`config.mk`:
```
export PLATFORM = sky130hd
export DESIGN_NAME = gpc_rank_counter
export DESIGN_NICKNAME = d
export VERILOG_FILES = /design/src/rtl/gpc_pkg.sv /design/src/rtl/gpc_rst_sync.sv /design/src/rtl/gpc_rank_split.sv /design/src/rtl/gpc_popcount.sv /design/src/rtl/gpc_rank_counter.sv
export SDC_FILE = /design/constraint.sdc
export NUM_CORES = 1
export LEC_CHECK = 0
export ABC_AREA = 0
export BUFFER_PORTS_ARGS = -buffer_cell sky130_fd_sc_hd__buf_2
export CAP_MARGIN = 20
export CORE_MARGIN = 2
export CORE_UTILIZATION = 40
export DETAILED_ROUTE_END_ITERATION = 6
export PLACE_DENSITY = 0.66
export SYNTH_ARGS = -nofsm -noshare
export SYNTH_HDL_FRONTEND = slang
export SYNTH_SLANG_ARGS = --single-unit
```
`constraint.sdc`:
```
create_clock -name clk -period 0.8 [get_ports clk]
set_input_delay 0.12 -clock clk [delete_from_list [all_inputs] [get_ports clk]]
set_output_delay 0.12 -clock clk [all_outputs]
set_load 0.01 [all_outputs]
```
`src/rtl/gpc_pkg.sv`:
```
package gpc_pkg;

  // Number of bits needed to hold values 0..max_val.
  function automatic int bits_for(input int max_val);
    if (max_val < 1) return 1;
    return $clog2(max_val + 1);
  endfunction

  function automatic int max_of(input int a, input int b);
    return (a > b) ? a : b;
  endfunction

endpackage

```
`src/rtl/gpc_rst_sync.sv`:
```
module gpc_rst_sync (
  input  logic clk,
  input  logic rst_n,
  output logic rst_q_n
);

  logic stage1_q, stage2_q;
  logic stage1_d, stage2_d;

  always_comb begin
    stage1_d = 1'b1;
    stage2_d = stage1_q;
  end

  always_ff @(posedge clk or negedge rst_n) begin
    if (!rst_n) begin
      stage1_q <= 1'b0;
      stage2_q <= 1'b0;
    end else begin
      stage1_q <= stage1_d;
      stage2_q <= stage2_d;
    end
  end

  assign rst_q_n = stage2_q;

endmodule

```
`src/rtl/gpc_rank_split.sv`:
```
module gpc_rank_split #(
  parameter int N_IN = 15
) (
  input  logic            gen_mode,
  input  logic [N_IN-1:0] bits_in,
  input  logic [N_IN-1:0] rank_cfg,
  output logic [N_IN-1:0] eff_rank,
  output logic [N_IN-1:0] lo_bits,
  output logic [N_IN-1:0] hi_bits
);

  // Plain mode forces every input to rank 0.
  for (genvar i = 0; i < N_IN; i++) begin : g_bit
    assign eff_rank[i] = gen_mode & rank_cfg[i];
    assign hi_bits[i]  = bits_in[i] &  eff_rank[i];
    assign lo_bits[i]  = bits_in[i] & ~eff_rank[i];
  end

endmodule

```
`src/rtl/gpc_popcount.sv`:
```
module gpc_popcount #(
  parameter int W     = 15,
  parameter int OUT_W = gpc_pkg::bits_for(W)
) (
  input  logic [W-1:0]     vec,
  output logic [OUT_W-1:0] cnt
);

  always_comb begin
    cnt = '0;
    for (int i = 0; i < W; i++) begin
      cnt = cnt + OUT_W'(vec[i]);
    end
  end

endmodule

```
`src/rtl/gpc_rank_counter.sv`:
```
module gpc_rank_counter #(
  parameter int N_IN    = 15,
  parameter int SUM_W   = gpc_pkg::bits_for(2 * N_IN),
  parameter bit REG_OUT = 1'b1
) (
  input  logic             clk,
  input  logic             rst_n,
  input  logic             en,
  input  logic             gen_mode,
  input  logic [N_IN-1:0]  bits_in,
  input  logic [N_IN-1:0]  rank_cfg,
  output logic [SUM_W-1:0] sum_out,
  output logic             cfg_ovf
);

  localparam int CNT_W  = gpc_pkg::bits_for(N_IN);
  localparam int FULL_W = gpc_pkg::bits_for(2 * N_IN);
  localparam int LIM_W  = gpc_pkg::max_of(FULL_W, SUM_W) + 1;
  localparam logic [LIM_W-1:0] OUT_MAX = LIM_W'((1 << SUM_W) - 1);

  logic [N_IN-1:0]   eff_rank, lo_bits, hi_bits;
  logic [CNT_W-1:0]  lo_cnt, hi_cnt, rank_cnt;
  logic [FULL_W-1:0] full_sum;
  logic [LIM_W-1:0]  worst_sum;
  logic [SUM_W-1:0]  sum_nxt;
  logic              ovf_nxt;
  logic              rst_q_n;

  gpc_rank_split #(.N_IN(N_IN)) u_split (
    .gen_mode (gen_mode),
    .bits_in  (bits_in),
    .rank_cfg (rank_cfg),
    .eff_rank (eff_rank),
    .lo_bits  (lo_bits),
    .hi_bits  (hi_bits)
  );

  gpc_popcount #(.W(N_IN), .OUT_W(CNT_W)) u_pc_lo (
    .vec (lo_bits),
    .cnt (lo_cnt)
  );

  gpc_popcount #(.W(N_IN), .OUT_W(CNT_W)) u_pc_hi (
    .vec (hi_bits),
    .cnt (hi_cnt)
  );

  gpc_popcount #(.W(N_IN), .OUT_W(CNT_W)) u_pc_rank (
    .vec (eff_rank),
    .cnt (rank_cnt)
  );

  // Rank-1 column is shifted one place before the final add.
  always_comb begin
    full_sum  = FULL_W'(lo_cnt) + FULL_W'({hi_cnt, 1'b0});
    sum_nxt   = SUM_W'(full_sum);
    worst_sum = LIM_W'(N_IN) + LIM_W'(rank_cnt);
    ovf_nxt   = (worst_sum > OUT_MAX);
  end

  if (REG_OUT) begin : g_reg
    logic [SUM_W-1:0] sum_d, sum_q;
    logic             ovf_d, ovf_q;

    gpc_rst_sync u_rst_sync (
      .clk     (clk),
      .rst_n   (rst_n),
      .rst_q_n (rst_q_n)
    );

    always_comb begin
      sum_d = sum_q;
      ovf_d = ovf_q;
      if (en) begin
        sum_d = sum_nxt;
        ovf_d = ovf_nxt;
      end
    end

    always_ff @(posedge clk or negedge rst_q_n) begin
      if (!rst_q_n) begin
        sum_q <= '0;
        ovf_q <= 1'b0;
      end else begin
        sum_q <= sum_d;
        ovf_q <= ovf_d;
      end
    end

    assign sum_out = sum_q;
    assign cfg_ovf = ovf_q;
  end else begin : g_comb
    assign rst_q_n = rst_n;
    assign sum_out = sum_nxt;
    assign cfg_ovf = ovf_nxt;
  end

endmodule

```
Yosys cells after proc, flatten, opt, wreduce, memory -nomap -nowiden

Cells that the tools add are included.

Input port bits: 34
Flip-flop bits (word level): 8
Word-level logic and storage cells: 109
Output and inout bits: 6

Bitwise logic cells: 60
Order comparisons: 1
$add $sub $neg: 44

Operators with widths:

| operator                                    | count |
|---|---|
| adder 4 x 1 -> 4 bit                        | 39 |
| AND 1 bit                                   | 45 |
| NOT 1 bit                                   | 15 |
| adder 1 x 1 -> 2 bit                        | 3 |
| adder 4 x 4 -> 5 bit (first input constant) | 1 |
| adder 4 x 5 -> 5 bit                        | 1 |
| > comparator 5 bit (second input constant)  | 1 |

Longest topological paths before layout

Word-level depth: 18
Gate-level depth with buffers: 20

Cells and area by module

Synthesis repeated with hierarchy kept, for this count alone.

Cell total of the unflattened synthesis: 198
Area, all modules: 1,780.5 um^2

Modules (own cells, without submodules):

| module                     | area an instance (um^2) | times used | cells an instance |
|---|---|---|---|
| gpc_popcount (u_pc_hi ...) | 325.3                   | 2          | 36 |
| gpc_rank_counter           | 414.1                   | 1          | 38 |
| gpc_rank_split             | 339.1                   | 1          | 49 |
| gpc_popcount (u_pc_lo)     | 322.8                   | 1          | 36 |
| gpc_rst_sync               | 53.8                    | 1          | 3 |

Worst setup path before layout

Ideal clock, no wire load.

Kind: input port to flip-flop
From: in gen_mode
To: reg g_reg.sum_q[4], in the netlist sum_out[4]
Setup slack: -4.001 ns
Stages: 19
Library setup time: 0.079 ns
Arrival: 4.722 ns
Data required time: 0.721 ns
Path buffers: 2
Path through: clkbuf_1 > clkbuf_1 > and3_1 > ha_1 > inv_1 > fa_1 > fa_1 > fa_1 > fa_1 > inv_1 > ha_1 > inv_1 > fa_1 > inv_1 > ha_1 > a21o_1 > a21oi_2 > xnor3_1 > mux2i_1

Word-level cells in the longest chain between the ends: 18
Elaborated cells between the ends (all ways): 89

Ends and longest elaborated chain:

| item                               | line                   | text |
|---|---|---|
| from (decl)                        | gpc_rank_counter.sv:9  | `input logic gen_mode,` |
| AND 1 bit                          | gpc_rank_split.sv:14   | `assign eff_rank[i] = gen_mode & rank_cfg[i];` |
| NOT 1 bit                          | gpc_rank_split.sv:16   | `assign lo_bits[i] = bits_in[i] & ~eff_rank[i];` |
| AND 1 bit                          | gpc_rank_split.sv:16   |  |
| adder 1 x 1 -> 2 bit               | gpc_popcount.sv:12     | `cnt = cnt + OUT_W'(vec[i]);` |
| adder 4 x 1 -> 4 bit (13 in a row) | gpc_popcount.sv:12     |  |
| adder 4 x 5 -> 5 bit (*)           | gpc_rank_counter.sv:55 | `full_sum = FULL_W'(lo_cnt) + FULL_W'({hi_cnt, 1'b0});` |
| to (signal assigned)               | gpc_rank_counter.sv:85 | `sum_q <= sum_d;` |
| to (decl)                          | gpc_rank_counter.sv:62 | `logic [SUM_W-1:0] sum_d, sum_q;` |

Every way passes the cells marked *; elsewhere a longest branch is shown, timed or not.
A chain may end at the register's enable or synchronous reset.

Worst setup path after layout

From: in gen_mode
To: reg g_reg.sum_q[3], in the netlist sum_out[3]

The elaborated chain is that of the path after synthesis.

==> impl_results.md <==
* Register area share after synthesis at 11.93%
* Final Cell Area at 2255 sq um
* Die Wd at 68.77 um
* WL per Instance at ~10 um
* Die height at about 69 um
* Top-area cell type share of the netlist area at 33.41%
* Setup violations, final at 12
* Layout Utilization at 55.96%
* Routed vias at 1297
* Failing checks: setup timing
* Clk_skew at 3.689 ps
* Max-cap viol count at 0
* Worst-path fanout max at 7
* Antenna violations before repair at 0
* Pwr/cell area at between 2000 and 3000 nW/um^2
* Site Rows at 23
* Drt total wl at 2999 um
* Number of buffers added on ports at 39
* Clock Tree Root: clkbuf_8
* Syn Area/Cell at 9.533 sq um
* Largest net degree at the start of global routing at 17
* Overflow after GRT at 0
* Fillers at 378
* WP buf/inv at 6
* Die area at 4729 sq um
* Nets at 323
* Lkg Pwr at about 1.3 nW
* FMAX at 238.1 MHz
* Required @ worst endpoint at approximately 910 ps
* Outcome: finished, violations left
* Hold Path Class: flop to async pin
* Synthesized cell area at 1678 sq um
* Cell chain of the critical path: buf_8, and2_4, nor2b_1, ha_1, inv_2, fa_1, fa_1, fa_1, fa_1, inv_2, ha_4, inv_2, fa_1, inv_2, ha_4, inv_2, fa_2, xnor2_1, mux2_4
* Post-Syn Nets at 261
* H-tree depth at 1
* CTS Sinks at 8
* Synth top area cells: fa_1 33%, ha_1 17%, dfrtp_1 12%
* CTS buffer count at 3
* Synth cell types at 23
* Clock slew at reported path FFs at 40 ps
* Dpl cell area at 2125 sq um
* Global-route wire length before repair at 5257 um
* RSZ-0062 raised after global routing: true
* Peak VDD IR at 0.0009930 V
* Final Wtd Congestion at 0.7859
* Post-synth top area cell: fa_1
* Worst path slowest cell: fa_1
* Synth warnings at 0
* Worst setup margin at -3400 ps
* TritonCTS clock tree: done
* # placed instances at 282
* Share of cells above drive strength 1 at 37.71%
* Core ar. at between 4000 and 5000 sq um
* Post-route minimum period at 4200 ps
* Synth cell count leaders: 42 x inv_1, 28 x fa_1, 23 x ha_1
* WP data arrival at approximately 4300 ps
* Clock buffer depth at 2
* Worst-skew pair later-pin latency at 230 ps
* Worst r2r path cells at 1
* Cell family with most CP delay: adder cells
* Antenna diodes at 0
* Starting Density at about two fifths
* Worst Setup End Kind: flop
* Ys flop type: dfrtp_1
* R2r setup slk at about 50 ps
* GRT Util Overall at 14.91%
* Worst R2R Start: sum_out[3]
* First-pass DRT Iterations at 4
* Final Max Slew Viols at 0
* #FFs+latches synth at 8
* Critical Path Max Stage Delay at 520 ps
* Post-route insts no fill at 286
* DP HPWL at 2813 um
* Vias in the first global route at ~1300
* IO Count at 40
* Kind of critical path: input pin to flop
* Post-Syn Instances at about 180
* Final hold vios at 0
* Most numerous cell in the Yosys netlist: inv_1
* Layout area overhead at 34.38%
* Worst setup SP type: input pin
* Post-route ant nets at 0
* Postcts setup bufs at 0
* Post-synth EDFFs at 0
* Async SR Flop Fraction at 100.0%
* Drt drc at 0
* Fin crit share at 525.1%
* First DRT Iteration DRCs at 21
* Worst r2r dst: sum_out[3]
* Vias per cell at about 4.5
-- worst max-delay path by stage --
stage,startpoint,to,depth (start not counted)
after floorplan,gen_mode,sum_out[4],19
after global placement,gen_mode,sum_out[4],19
after detailed placement,gen_mode,sum_out[3],19
after CTS,bits_in[1],sum_out[4],18
after global routing,bits_in[1],sum_out[4],18
final,gen_mode,sum_out[3],19
-- timing repair --
action / CTS / global route
gates cloned: 0 / 0
pin swaps: 1 / 1
endpoints found under the setup margin: 12 / 12
hold buffers: 1 / 0
gates resized for setup: 15 / 5
hold endpoints to repair: 2 / 0
-- cell families after synthesis --
family | synth area share [%]
compound gates | 3.580
xor+xnor | 4.474
fa+ha+maj | 50.56
buf+inv | 10.36
flops | 11.93
mux | 3.803
other cells | 0.2235
simple gates | 15.06
-- sequential cells by signal, indices dropped and copies added, names as in the netlist --
signal                     flops
sum_out                        5
cfg_ovf                        1
g_reg.u_rst_sync.rst_q_n       1
g_reg.u_rst_sync.stage1_q      1
-- routing by layer --
layer | vias up | share of wire, % | GRT usage (%)
li1 | 661 | - | -
met1 | 614 | 46 | 19.09
met2 | 22 | 51 | 27.64
met3 | 0 | 2.8 | 2.435
met4 | 0 | 0 | 0.7353
met5 | - | 0 | 0
-- final cells by class --
cell class	instances	area [sq um]	share of cell area [%]
clock buffers	3	41.29	1.831
repair buffers	61	392.9	17.43
flip-flops and latches	8	200.2	8.879
multi-input cells	122	1400	62.10
inverters	42	157.7	6.992
well taps	50	62.56	2.775
-- stage by stage --
stage	worst slack, ps	TNS [ps]	hold slack (ps)	total power [mW]
final	-3400	-18670	87.01	5.777
after global routing	-3633	-19810	106.1	6.526
after CTS	-3418	-18770	96.12	5.716
after detailed placement	-3725	-20300	-92.46	4.995
after global placement	-3701	-20080	-94.32	4.859
after floorplan	-3616	-19290	-175.6	3.881
-- power breakdown --
group	total [mW]	internal (mW)	leakage [nW]	switching [mW]
sequential	0.616	0.556	0.0977	0.0603
clock	0.477	0.325	0.0216	0.152
combinational	4.68	2.46	1.15	2.22
total	5.78	3.34	1.27	2.43
-- cell usage in the layout, fill, tap and decap left out, drive strengths merged, types with 2 or more instances in the layout --
master / synthesis / routed
buf: 1 / 60
inv: 42 / 42
fa: 28 / 28
ha: 23 / 23
nand2: 15 / 15
and3: 9 / 9
and2: 9 / 9
dfrtp: 8 / 8
nand3: 7 / 7
nor2b: 6 / 6
a21o: 4 / 4
xnor2: 4 / 4
a21oi: 4 / 4
mux2i: 3 / 3
mux2: 3 / 3
clkbuf: 3 / 3
xor2: 2 / 2
Note: power is estimated with default switching activity, not from simulation.
